===== src/rtl/tc_lag_pkg.sv =====
package tc_lag_pkg;

  typedef enum logic [1:0] {
    ACT_HOLD  = 2'b00,
    ACT_STEP  = 2'b01,
    ACT_CLEAR = 2'b10
  } ctr_act_e;

  // Highest value the counter reaches before returning to zero.
  function automatic int unsigned top_value(input int unsigned detect,
                                            input int unsigned latency);
    return detect + latency - 1;
  endfunction

  // Number of enabled edges in one full sequence.
  function automatic int unsigned cycle_len(input int unsigned detect,
                                            input int unsigned latency);
    return detect + latency;
  endfunction

  // Legal when the top value fits the width and detect is nonzero.
  function automatic bit params_legal(input int unsigned width,
                                      input int unsigned detect,
                                      input int unsigned latency);
    longint unsigned lim;
    lim = (longint'(1) << width) - 1;
    return (detect >= 1) && (longint'(detect) + longint'(latency) - 1 <= lim);
  endfunction

endpackage


===== src/rtl/tc_lag_decode.sv =====
module tc_lag_decode #(
  parameter int unsigned WIDTH  = 4,
  parameter int unsigned DETECT = 5
) (
  input  logic [WIDTH-1:0] next_val,
  output logic             hit_n
);
  localparam logic [WIDTH-1:0] DET_V = WIDTH'(DETECT);

  logic [WIDTH-1:0] bit_eq;

  // Bitwise agreement, then an AND-reduction with inverted output.
  genvar b;
  generate
    for (b = 0; b < WIDTH; b++) begin : g_bit
      assign bit_eq[b] = ~(next_val[b] ^ DET_V[b]);
    end
  endgenerate

  assign hit_n = ~(&bit_eq);

endmodule


===== src/rtl/tc_lag_line.sv =====
module tc_lag_line #(
  parameter int unsigned DEPTH = 4
) (
  input  logic clk,
  input  logic rst_n,
  input  logic en,
  input  logic din_n,
  output logic dout_n
);

  generate
    if (DEPTH == 0) begin : g_wire
      assign dout_n = din_n;
    end else begin : g_pipe
      logic [DEPTH-1:0] stg_n;

      always_ff @(posedge clk or negedge rst_n) begin
        if (!rst_n) begin
          stg_n <= '1;
        end else if (en) begin
          stg_n[0] <= din_n;
          for (int k = 1; k < DEPTH; k++) begin
            stg_n[k] <= stg_n[k-1];
          end
        end
      end

      assign dout_n = stg_n[DEPTH-1];

      // At most one clear request is in flight at a time.
      AST_ONE_IN_FLIGHT: assert property (@(posedge clk) disable iff (!rst_n)
        $onehot0(~stg_n));

      // A paused line keeps its contents.
      AST_LINE_FROZEN: assert property (@(posedge clk) disable iff (!rst_n)
        !en |=> $stable(stg_n));
    end
  endgenerate

endmodule


===== src/rtl/tc_lag_core.sv =====
module tc_lag_core #(
  parameter int unsigned WIDTH = 4
) (
  input  logic             clk,
  input  logic             rst_n,
  input  logic             en,
  input  logic             clr_n,
  output logic [WIDTH-1:0] cnt,
  output logic [WIDTH-1:0] cnt_inc,
  output logic             clear_evt
);
  import tc_lag_pkg::*;

  ctr_act_e act;

  assign cnt_inc = cnt + WIDTH'(1);

  // The clear wins over the increment.
  always_comb begin
    if (!en)          act = ACT_HOLD;
    else if (!clr_n)  act = ACT_CLEAR;
    else              act = ACT_STEP;
  end

  assign clear_evt = (act == ACT_CLEAR);

  always_ff @(posedge clk or negedge rst_n) begin
    if (!rst_n) begin
      cnt <= '0;
    end else begin
      unique case (act)
        ACT_CLEAR: cnt <= '0;
        ACT_STEP:  cnt <= cnt_inc;
        default:   cnt <= cnt;
      endcase
    end
  end

  AST_STEP_ONE: assert property (@(posedge clk) disable iff (!rst_n)
    (en && clr_n) |=> (cnt == $past(cnt) + WIDTH'(1)));

  AST_CLEAR_ZERO: assert property (@(posedge clk) disable iff (!rst_n)
    (en && !clr_n) |=> (cnt == '0));

  AST_IDLE_HOLD: assert property (@(posedge clk) disable iff (!rst_n)
    !en |=> $stable(cnt));

endmodule


===== src/rtl/tc_lag_counter.sv =====
module tc_lag_counter #(
  parameter int unsigned WIDTH   = 4,
  parameter int unsigned DETECT  = 5,
  parameter int unsigned LATENCY = 4
) (
  input  logic             clk,
  input  logic             rst_n,
  input  logic             en,
  output logic [WIDTH-1:0] count,
  output logic             wrap
);
  import tc_lag_pkg::*;

  localparam int unsigned      TOP   = top_value(DETECT, LATENCY);
  localparam logic [WIDTH-1:0] TOP_V = WIDTH'(TOP);
  localparam logic [WIDTH-1:0] DET_V = WIDTH'(DETECT);

  generate
    if (!params_legal(WIDTH, DETECT, LATENCY)) begin : g_bad_params
      $error("tc_lag_counter: DETECT+LATENCY-1 exceeds count range or DETECT is 0");
    end
  endgenerate

  logic [WIDTH-1:0] cnt_inc;
  logic             req_n;
  logic             late_clr_n;
  logic             clear_evt;

  // The decoder watches the value about to be entered, so LATENCY
  // counts the cycles spent in DETECT..TOP before the clear lands.
  tc_lag_decode #(
    .WIDTH  (WIDTH),
    .DETECT (DETECT)
  ) u_decode (
    .next_val (cnt_inc),
    .hit_n    (req_n)
  );

  tc_lag_line #(
    .DEPTH (LATENCY)
  ) u_line (
    .clk    (clk),
    .rst_n  (rst_n),
    .en     (en),
    .din_n  (req_n),
    .dout_n (late_clr_n)
  );

  tc_lag_core #(
    .WIDTH (WIDTH)
  ) u_core (
    .clk       (clk),
    .rst_n     (rst_n),
    .en        (en),
    .clr_n     (late_clr_n),
    .cnt       (count),
    .cnt_inc   (cnt_inc),
    .clear_evt (clear_evt)
  );

  assign wrap = clear_evt;

  AST_NO_OVERFLOW: assert property (@(posedge clk) disable iff (!rst_n)
    count <= TOP_V);

  AST_WRAP_AT_TOP: assert property (@(posedge clk) disable iff (!rst_n)
    wrap |-> (count == TOP_V));

  AST_TOP_WRAPS: assert property (@(posedge clk) disable iff (!rst_n)
    (en && count == TOP_V) |-> wrap);

  generate
    if (LATENCY == 0) begin : g_no_lag_chk
      AST_DETECT_SKIPPED: assert property (@(posedge clk) disable iff (!rst_n)
        count != DET_V);
    end
  endgenerate

endmodule


===== config.mk =====
export PLATFORM = sky130hd
export DESIGN_NAME = tc_lag_counter
export DESIGN_NICKNAME = d
export VERILOG_FILES = /design/src/rtl/tc_lag_pkg.sv /design/src/rtl/tc_lag_decode.sv /design/src/rtl/tc_lag_line.sv /design/src/rtl/tc_lag_core.sv /design/src/rtl/tc_lag_counter.sv
export SDC_FILE = /design/constraint.sdc
export NUM_CORES = 1
export LEC_CHECK = 0
export BUFFER_PORTS_ARGS = -buffer_cell sky130_fd_sc_hd__buf_2
export CAP_MARGIN = 20
export CORE_AREA = 4 4 41 43
export CTS_BUF_LIST = sky130_fd_sc_hd__clkbuf_4 sky130_fd_sc_hd__clkbuf_8 sky130_fd_sc_hd__clkbuf_16
export DETAILED_ROUTE_END_ITERATION = 8
export DIE_AREA = 0 0 45 47
export SLEW_MARGIN = 20
export SYNTH_ARGS = -nofsm -noshare
export SYNTH_HDL_FRONTEND = slang
export SYNTH_HIERARCHICAL = 1
export SYNTH_SLANG_ARGS = --single-unit

===== constraint.sdc =====
create_clock -name clk -period 1.7 [get_ports clk]
set_clock_uncertainty 0.15 [all_clocks]
set_input_delay 0.425 -clock clk [delete_from_list [all_inputs] [get_ports clk]]
set_output_delay 0.425 -clock clk [all_outputs]
set_load 0.1 [all_outputs]

==> metrics.md, run 1 <==
| Metric | Value |
|---|---|
| Status | `complete, no violations` |
| Post-CTS Setup Inserts | `0` |
| DRC | `0` |
| Reg2reg start | `u_core/cnt[0]$_DFFE_PN0P_` |
| Die W | `roughly 45 µm` |
| Initial core utilization | `0.2971` |
| Setup crit end kind | `output port` |
| R2r worst-path depth | `4` |
| Area leader, netlist | `dfstp_2` |
| Final Cycle Share | `0.9618` |
| Top cell family by delay on the critical path | `flip-flops` |
| Distinct cell type count after synthesis | `18` |
| Port buffer count | `7` |
| Startpoint types | `flop` |
| RSZ-0062 raised after global routing | `false` |
| Peak supply drop | `around 0.00081 V` |
| Vias/cell | `4.780` |
| CTS max path bufs | `2` |
| WP depth | `2` |
| First-pass GRT wire length | `~1300 µm` |
| Syn Area/Cell | `around 12 µm²` |
| Final worst setup slack | `64.88 ps` |
| Rel. slew slack | `0.8759` |
| Ratio of cells with drive above 1 in the final layout | `0.6136` |
| Slew @ Worst Pin | `~190 ps` |
| Die H | `about 47 µm` |
| CTS root buf | `clkbuf_4` |
| Via count | `~280` |
| # IOs | `8` |
| Pwr/cell area | `around 1900 nW/µm²` |
| Tot Pwr | `~1100 µW` |
| Synth Instances | `31` |
| # setup viols final | `0` |
| Fillcell total | `117` |
| Fmax | `about 610 MHz` |
| Antenna diodes | `0` |
| Crit path time final | `1635 ps` |
| Worst Path Buf+Inv | `1` |
| CP Max Fanout | `6` |
| Total number of H-tree levels | `1` |
| Pre-Repair DR Iteration Count | `2` |
| Detailed Route WL | `about 730 µm` |
| Crit path DAT | `1060 ps` |
| Inserted Clock Buffers | `3` |
| Mapped Nets | `35` |
| Area contributors post-synth | `dfstp_2 27%, dfrtp_1 26%, mux2_2 12%` |
| Total overflow reported by the global router | `0` |
| Hold Crit Class | `input pin to asynchronous set/reset pin` |
| Yosys warning total | `6` |
| DR WL/cell | `approximately 12 µm` |
| Routability cong. | `0.8040` |
| Sum Neg Setup Slack | `0 ps` |
| ANT nets after route | `0` |
| Nets | `between 40 and 50` |
| Slowest-stage cell, CP | `dfstp_2` |
| Leakage power | `roughly 0.00024 µW` |
| Mapped Area | `slightly below 400 µm²` |
| Vias in the first global route | `301` |
| CTS tree | `done` |
| Post-Place Cells | `54` |
| Top cell type's share of synthesized area | `0.2718` |
| Worst hold slack | `388.1 ps` |
| Number of antenna violations at the first check in global routing | `0` |
| Crit-path cells | `nor2b_4, buf_12` |
| Clock latency on the worst-skew pair | `250 ps` |
| Critical Path RT | `around 1100 ps` |
| Max Slew Vio Count | `0` |
| CORE AREA | `approximately 1300 µm²` |
| CP max stage delay | `around 600 ps` |
| Fin cells | `about 60` |
| Largest net degree at the start of global routing | `11` |
| Cell Rows | `13` |
| Final Hold Viols | `0` |
| Synth Register Bits | `8` |
| Clock Pin Slew Worst Setup and Hold Paths | `about 60 ps` |
| Sequential fraction of the synthesis area | `0.5307` |
| Area growth, synth to finish | `50.16%` |
| Max-Cap Viols | `0` |
| DRT iter0 DRCs | `3` |
| Crit Path Category | `flop to output port` |
| Total die area | `around 2100 µm²` |
| Origin of the worst setup path | `u_line/g_pipe.stg_n[3]$_DFFE_PN1P_` |
| Clk sinks | `8` |
| Gr usage total | `0.08599` |
| Pre-CTS WS | `175.7 ps` |
| Hpwl dp | `549.3 µm` |
## power breakdown
part	internal [µW]	switching, µW
logic	234	360
clock network	106	65.3
registers	261	80.4
total	600	505
## synthesized netlist by cell type (all sizes together)
cell type  count
dfstp          4
nand4bb        1
nor3           1
nand3          2
mux2i          1
mux2           4
o2bb2ai        1
xnor2          1
dfrtp          4
nand2b         1
nor2b          2
ha             1
inv            3
nand2          1
xor2           1
a311o          1
o21ai          2
## layer usage
metal / vias up / share of wire / track usage / wire length, µm
met5: - / 0 / 0 / 0
met4: 0 / 0.0055 / 0.05263 / 4
met3: 2 / 0.045 / 0.03448 / 33
met2: 5 / 0.52 / 0.1412 / 378
met1: 138 / 0.43 / 0.09302 / 315
li1: 137 / - / - / -
## placed cells by master (no fill, tap or decap), types with 2 or more instances in the layout
cell      synthesis  layout
mux2_2            4       4
buf_2             0       2
o21ai_0           2       2
inv_1             3       3
dfrtp_4           0       2
clkbuf_4          0       4
buf_12            0       5
dfrtp_2           0       2
dfstp_2           4       4
## stage by stage
stage	area, µm²	utilization
CTS	580.6	0.4462
global placement	540.5	0.4154
global route	580.6	0.4462
floorplan	404.1	-
detailed placement	540.5	0.4154
finish	580.6	0.4462
## worst register-to-register path: stages, from the launching register on
cell	delay, ps
dfrtp_4	510
ha_1	260
xor2_1	170
nand4bb_1	120
mux2_2	280
## timing repair
item                                   CTS  global route
resized for setup                        0             0
endpoints found under the hold margin    4             0
hold buffers                             1             0
## path summary, 6_finish.rpt
check	slack [ps]	endpoint
max	60	wrap
min	390	u_core/cnt[1]$_DFFE_PN0P_
max reg2reg	150	u_line/g_pipe.stg_n[0]$_DFFE_PN1P_
min reg2reg	440	u_core/cnt[1]$_DFFE_PN0P_
max in group asynchronous	760	u_line/g_pipe.stg_n[1]$_DFFE_PN1P_
min in group clk	390	u_core/cnt[0]$_DFFE_PN0P_
## registers in the layout (all words and copies together) (netlist names)
register             cells
u_line/g_pipe.stg_n      4
u_core/cnt               4
## final cells by class
cell class                      count  area [µm²]  share of cell area
Tap cell                           15       18.77             0.03233
Clock buffer                        4       30.03             0.05172
Sequential cell                     8       215.2              0.3707
Multi-Input combinational cell     20       177.7              0.3060
Inverter                            3       11.26             0.01940
Timing Repair Buffer                9       127.6              0.2198
## cells by family (layout without fill, tap and decap cells)
family	count (synthesis)	after routing	synth area share
fa+ha+maj	1	1	0.03236
buf+inv	3	16	0.02912
mux	5	5	0.1424
compound gates	4	4	0.07444
simple gates	8	8	0.1456
flops	8	8	0.5308
xor+xnor	2	2	0.04532
No activity file was read; power rests on OpenSTA's default activity.
==> run 2, diff against run 1 <==
- CTS_BUF_LIST: sky130_fd_sc_hd__clkbuf_4 sky130_fd_sc_hd__clkbuf_8 sky130_fd_sc_hd__clkbuf_16 -> not set
==> run 2 against run 1 <==
  * Setup slack improved by 1.5 ps
  * Critical path depth unchanged
  * Combinational power about the same
  * Final area decreased by 0.65%
  * Cell count stayed put
  * Worst hold slack better by 2.2 ps
  * Sequential power hardly changed
  * Clock power fell by 9.9%
  * Non-clock buffer count unchanged
  * Critical path type unchanged
==> metrics.md, run 2 (synthesis results as in run 1) <==
| Metric | Value |
|---|---|
| Vias/cell | `4.712 (-1.4%)` |
| Largest net degree at the start of global routing | `11 (unchanged)` |
| Fmax | `612.1 MHz (about the same)` |
| CP max stage delay | `600 ps (about the same)` |
| Number of antenna violations at the first check in global routing | `0 (unchanged)` |
| Total number of H-tree levels | `1 (unchanged)` |
| Antenna diodes | `0 (unchanged)` |
| Detailed Route WL | `738 µm (+1.1%)` |
| Most frequent cells in the layout | `5 x buf_12, 4 x mux2_2, 4 x dfstp_2, 3 x clkbuf_4, 3 x inv_1` |
| Status | `complete, no violations` |
| Slowest-stage cell, CP | `dfstp_2` |
| Internal power | `584.3 µW (-2.6%)` |
| Total overflow reported by the global router | `0 (unchanged)` |
| Seq pwr share | `0.313 (+0.005)` |
| Die W | `45 µm (unchanged)` |
| DR WL/cell | `12.51 µm (+1.1%)` |
| Clock latency on the worst-skew pair | `250 ps (about the same)` |
| CTS root buf | `clkbuf_4` |
| # IOs | `8 (unchanged)` |
| Switching pwr | `504.6 µW (-0.13%)` |
| Die H | `47 µm (unchanged)` |
| Met2 usage | `0.1356 (-0.005650)` |
| Routability cong. | `0.8040 (unchanged)` |
| Clk sinks | `8 (unchanged)` |
| CORE AREA | `1301 µm² (unchanged)` |
| ANT nets after route | `0 (unchanged)` |
| CTS max path bufs | `2 (unchanged)` |
| Crit-path cells | `nor2b_4, buf_12` |
| Cell Rows | `13 (unchanged)` |
| Nets | `49 (unchanged)` |
| Top Registers | `u_core/cnt x4, u_line/g_pipe.stg_n x4` |
| Origin of the worst setup path | `u_line/g_pipe.stg_n[3]$_DFFE_PN1P_` |
| DRT iter0 DRCs | `3 (unchanged)` |
| Critical Path RT | `1120 ps (about the same)` |
| Startpoint types | `flop` |
| Pwr/cell area | `1888 nW/µm² (-0.85%)` |
| Vias in the first global route | `300 (-0.33%)` |
| CP Max Fanout | `6 (unchanged)` |
| Commonest non-fill, non-tap cell in the layout | `buf_12` |
| Total die area | `2115 µm² (unchanged)` |
| Via count | `278 (-1.4%)` |
| Final Hold Viols | `0 (unchanged)` |
| # setup viols final | `0 (unchanged)` |
| Inserted Clock Buffers | `3 (unchanged)` |
| DRC | `0 (unchanged)` |
| Leakage power | `0.0002373 µW (-1.4%)` |
| Slew @ Worst Pin | `186.2 ps (+0.01967 ps)` |
| CTS tree | `done` |
| Hpwl dp | `549.3 µm (unchanged)` |
| Clock Pin Slew Worst Setup and Hold Paths | `60 ps (about the same)` |
| Gr usage total | `0.08519 (-0.0007962)` |
| Port buffer count | `7 (unchanged)` |
| Top cell family by delay on the critical path | `flip-flops` |
| Tot Pwr | `1089 µW (-1.5%)` |
| Sw Share | `0.4634 (+0.006295)` |
| Max Slew Vio Count | `0 (unchanged)` |
| Final Util | `0.4433 (-0.002885)` |
| Reg2reg start | `u_core/cnt[0]$_DFFE_PN0P_` |
| Clock power frac | `0.141 (-0.014)` |
| Met3 usage | `0.03448 (unchanged)` |
| Crit Path Category | `flop to output port` |
| Crit path DAT | `1060 ps (about the same)` |
| Crit path time final | `1634 ps (-1.521 ps)` |
| Final Cycle Share | `0.9609 (about the same)` |
| Gr busiest metal | `met2` |
| RSZ-0062 raised after global routing | `false` |
| Pre-Repair DR Iteration Count | `2 (unchanged)` |
| First-pass GRT wire length | `1255 µm (-1.1%)` |
| Area growth, synth to finish | `49.19%` |
| Initial core utilization | `0.2971 (unchanged)` |
| Setup crit end kind | `output port` |
| Logic gate share of total power | `0.545 (+0.008)` |
| Hold Crit Class | `input pin to asynchronous set/reset pin` |
| Sum Neg Setup Slack | `0 ps (unchanged)` |
| Rel. slew slack | `0.8759 (about the same)` |
| Worst Path Buf+Inv | `1 (unchanged)` |
| Peak supply drop | `0.0008163 V (+0.35%)` |
| GRT met1 Usage | `0.09535 (+0.002326)` |
| Max-Cap Viols | `0 (unchanged)` |
| Ratio of cells with drive above 1 in the final layout | `0.5909 (-0.02273)` |
run 2: what timing repair did:
item | in CTS | in global routing
setup buffers | 0 | 0
endpoints found under the hold margin | 4 | 0
hold buffers | 1 | 0
gates resized for setup | 0 | 0
run 2: per-stage QoR:
step	hold slack, ps	setup slack (ps)	instances	cell area (µm²)
2_1_floorplan	-20.59	35.76	31	404.1
3_3_place_gp	120.3	234.1	54	540.5
3_5_place_dp	125.6	175.7	54	540.5
4_1_cts	388.9	54.87	59	576.8
5_1_grt	397.7	25.30	59	576.8
6_report	390.3	66.40	59	576.8
run 2: per-layer routing:
layer	share of wire	vias to the layer above
met2	0.51	5
met4	0.0054	0
met3	0.045	2
met1	0.44	134
met5	0	-
li1	-	137
run 2: final cells by class:
cell class                      instances  area (µm²)
Fill cell                             117       724.4
Sequential cell                         8       215.2
Multi-Input combinational cell         20       177.7
Timing Repair Buffer                    9       127.6
Clock buffer                            4       26.28
Tap cell                               15       18.77
Inverter                                3       11.26
run 2: power groups by stage:
stage | sequential (µW) | combinational [µW] | clock [µW]
2_1_floorplan | 575 | 137 | 0
3_3_place_gp | 340 | 581 | 0
3_5_place_dp | 346 | 593 | 0
4_1_cts | 343 | 597 | 158
5_1_grt | 352 | 617 | 172
6_report | 341 | 594 | 154
run 2: worst paths after layout:
path	cells after the start	end	slack, ps
worst max register to register	4	u_line/g_pipe.stg_n[0]$_DFFE_PN1P_	140
min in group clk	3	u_core/cnt[0]$_DFFE_PN0P_	390
max in group asynchronous	2	u_line/g_pipe.stg_n[1]$_DFFE_PN1P_	760
worst min-delay path	2	u_core/cnt[1]$_DFFE_PN0P_	390
worst min register to register	2	u_core/cnt[1]$_DFFE_PN0P_	440
worst max-delay path	2	wrap	70
==> run 3, diff against run 2 <==
- clock period: 1.7 -> 1.8 ns (I/O delays scaled with it)
==> run 3 against run 2 <==
  * Clock power shrank 6%
  * Non-clock buffer count unchanged
  * Highest routed layer unchanged
  * First-iteration DRC count shrank 33%
  * Sequential power is 16% lower
  * Largest cell class unchanged
  * Worst hold slack better by 15 ps
==> metrics.md, run 3 (synthesis results as in run 1) <==
| Metric | Value |
|---|---|
| Crit path time final | `1701 ps` |
| Ratio of cells with drive above 1 in the final layout | `0.5682 (-0.02273)` |
| CP Max Fanout | `5 (-1)` |
| Clock latency on the worst-skew pair | `250 ps (about the same)` |
| R2r worst-path depth | `4 (unchanged)` |
| Area growth, synth to finish | `30.74%` |
| Min-Delay Path Depth | `1` |
| Antenna diodes | `0 (unchanged)` |
| Reg2reg start | `u_core/cnt[0]$_DFFE_PN0P_` |
| Fin area | `505.5 µm² (-12%)` |
| DP Area | `469.2 µm² (-13%)` |
| ANT nets after route | `0 (unchanged)` |
| Nets | `49 (unchanged)` |
| Initial core utilization | `0.2971 (unchanged)` |
| Total die area | `2115 µm² (unchanged)` |
| Crit-path cells | `buf_2` |
| Inserted Clock Buffers | `3 (unchanged)` |
| Final Util | `0.3885 (-0.05481)` |
| Vias/cell | `4.458 (-5.4%)` |
| Number of antenna violations at the first check in global routing | `0 (unchanged)` |
| Pre-Repair DR Iteration Count | `2 (unchanged)` |
| Top Registers | `u_core/cnt x4, u_line/g_pipe.stg_n x4` |
| Leakage power | `0.0002115 µW (-11%)` |
| Setup crit end kind | `output port` |
| # IOs | `8 (unchanged)` |
| Rel. slew slack | `0.6786 (-0.1973)` |
| Pwr/cell area | `1738 nW/µm² (-8.0%)` |
| Final Hold Viols | `0 (unchanged)` |
| Cell Rows | `13 (unchanged)` |
| Die W | `45 µm (unchanged)` |
| Via count | `263 (-5.4%)` |
| Total number of H-tree levels | `1 (unchanged)` |
| Vias in the first global route | `282 (-6.0%)` |
| R2r endpoint | `u_line/g_pipe.stg_n[0]$_DFFE_PN1P_` |
| Fin cells | `59 (unchanged)` |
| Post-Place Cells | `54 (unchanged)` |
| CTS max path bufs | `2 (unchanged)` |
| Total overflow reported by the global router | `0 (unchanged)` |
| DRT iter0 DRCs | `2 (-1)` |
| HP Start | `u_core/cnt[2]$_DFFE_PN0P_` |
| First-pass GRT wire length | `1214 µm (-3.3%)` |
| CORE AREA | `1301 µm² (unchanged)` |
| DR WL/cell | `11.05 µm (-12%)` |
| WHS Endpoint | `u_core/cnt[2]$_DFFE_PN0P_` |
| Commonest non-fill, non-tap cell in the layout | `buf_2` |
| # setup viols final | `0 (unchanged)` |
| Max-Cap Viols | `0 (unchanged)` |
| Clk sinks | `8 (unchanged)` |
| Port buffer count | `7 (unchanged)` |
| Worst Path Buf+Inv | `1 (unchanged)` |
| Hold Crit Class | `flop to flop` |
| RSZ-0062 raised after global routing | `false` |
| Fmax | `between 500 and 600 MHz` |
| Status | `complete, no violations` |
| Largest net degree at the start of global routing | `11 (unchanged)` |
| Peak supply drop | `0.0008833 V (+8.2%)` |
| Post-CTS Setup Inserts | `0 (unchanged)` |
| Detailed Route WL | `652 µm (-12%)` |
| DRC | `0 (unchanged)` |
| CP max stage delay | `450 ps (-150 ps)` |
| FF-to-FF setup slack | `390 ps (+250 ps)` |
| Startpoint types | `flop` |
| Critical Path RT | `1200 ps (+80 ps)` |
| Slew @ Worst Pin | `485.4 ps (+299.2 ps)` |
| Top cell family by delay on the critical path | `buffers and inverters` |
| Routability cong. | `0.7470 (-7.1%)` |
| FF+latch area | `209.0 µm² (-2.9%)` |
| Hpwl dp | `474.8 µm (-14%)` |
| Die H | `47 µm (unchanged)` |
| Area of the multi-input gates | `172.7 µm² (-2.8%)` |
| Sum Neg Setup Slack | `0 ps (unchanged)` |
| CTS root buf | `clkbuf_4` |
| Gr usage total | `0.08453 (-0.0006616)` |
| Fillcell total | `131 (+12%)` |
| Final Cycle Share | `0.9448` |
| Worst hold slack | `405.6 ps (+15.32 ps)` |
| Max Slew Vio Count | `0 (unchanged)` |
| Slowest-stage cell, CP | `buf_2` |
| Most frequent cells in the layout | `6 x buf_2, 4 x mux2_2, 4 x dfstp_2` |
| Clock Pin Slew Worst Setup and Hold Paths | `60 ps (about the same)` |
| CTS tree | `done` |
| Crit path DAT | `1100 ps (+40 ps)` |
| Crit Path Category | `flop to output port` |
[run 3: final cells by class]
type / count / area share
Multi-Input combinational cell: 20 / 0.3416
Tap cell: 15 / 0.03713
Timing Repair Buffer: 9 / 0.1337
Sequential cell: 8 / 0.4134
Inverter: 3 / 0.02228
Clock buffer: 4 / 0.05198
[run 3: metrics by stage]
stage	power [µW]	setup WS, ps
global route	934.3	49.05
floorplan	659.8	-67.41
CTS	890.3	87.14
detailed placement	735.6	294.7
finish	878.3	99.38
global placement	736.3	297.5
[run 3: power by group]
group | internal [µW] | leakage (µW) | switching [µW] | total (µW)
sequential | 237 | 0.0000844 | 50.8 | 288
combinational | 114 | 0.000112 | 332 | 445
clock | 84.7 | 0.0000150 | 60.1 | 145
[run 3: worst max path at each step]
stage,endpoint,cells after the start,startpoint
3_5_place_dp,wrap,3,en
4_1_cts,count[3],1,u_core/cnt[3]$_DFFE_PN0P_
2_1_floorplan,wrap,1,en
5_1_grt,count[3],1,u_core/cnt[3]$_DFFE_PN0P_
3_3_place_gp,wrap,3,en
6_report,count[3],1,u_core/cnt[3]$_DFFE_PN0P_
[run 3: timing repair]
action | in CTS | in global routing
hold buffers | 1 | 0
hold endpoints to repair | 4 | 0
gates resized for setup | 0 | 0
[run 3: per-layer routing]
layer	part of all wire	GRT usage	vias to the layer above
met5	0	0	-
met3	0.051	0.03831	2
met2	0.43	0.1102	4
li1	-	-	134
met4	0.018	0.07018	0
met1	0.50	0.1051	123
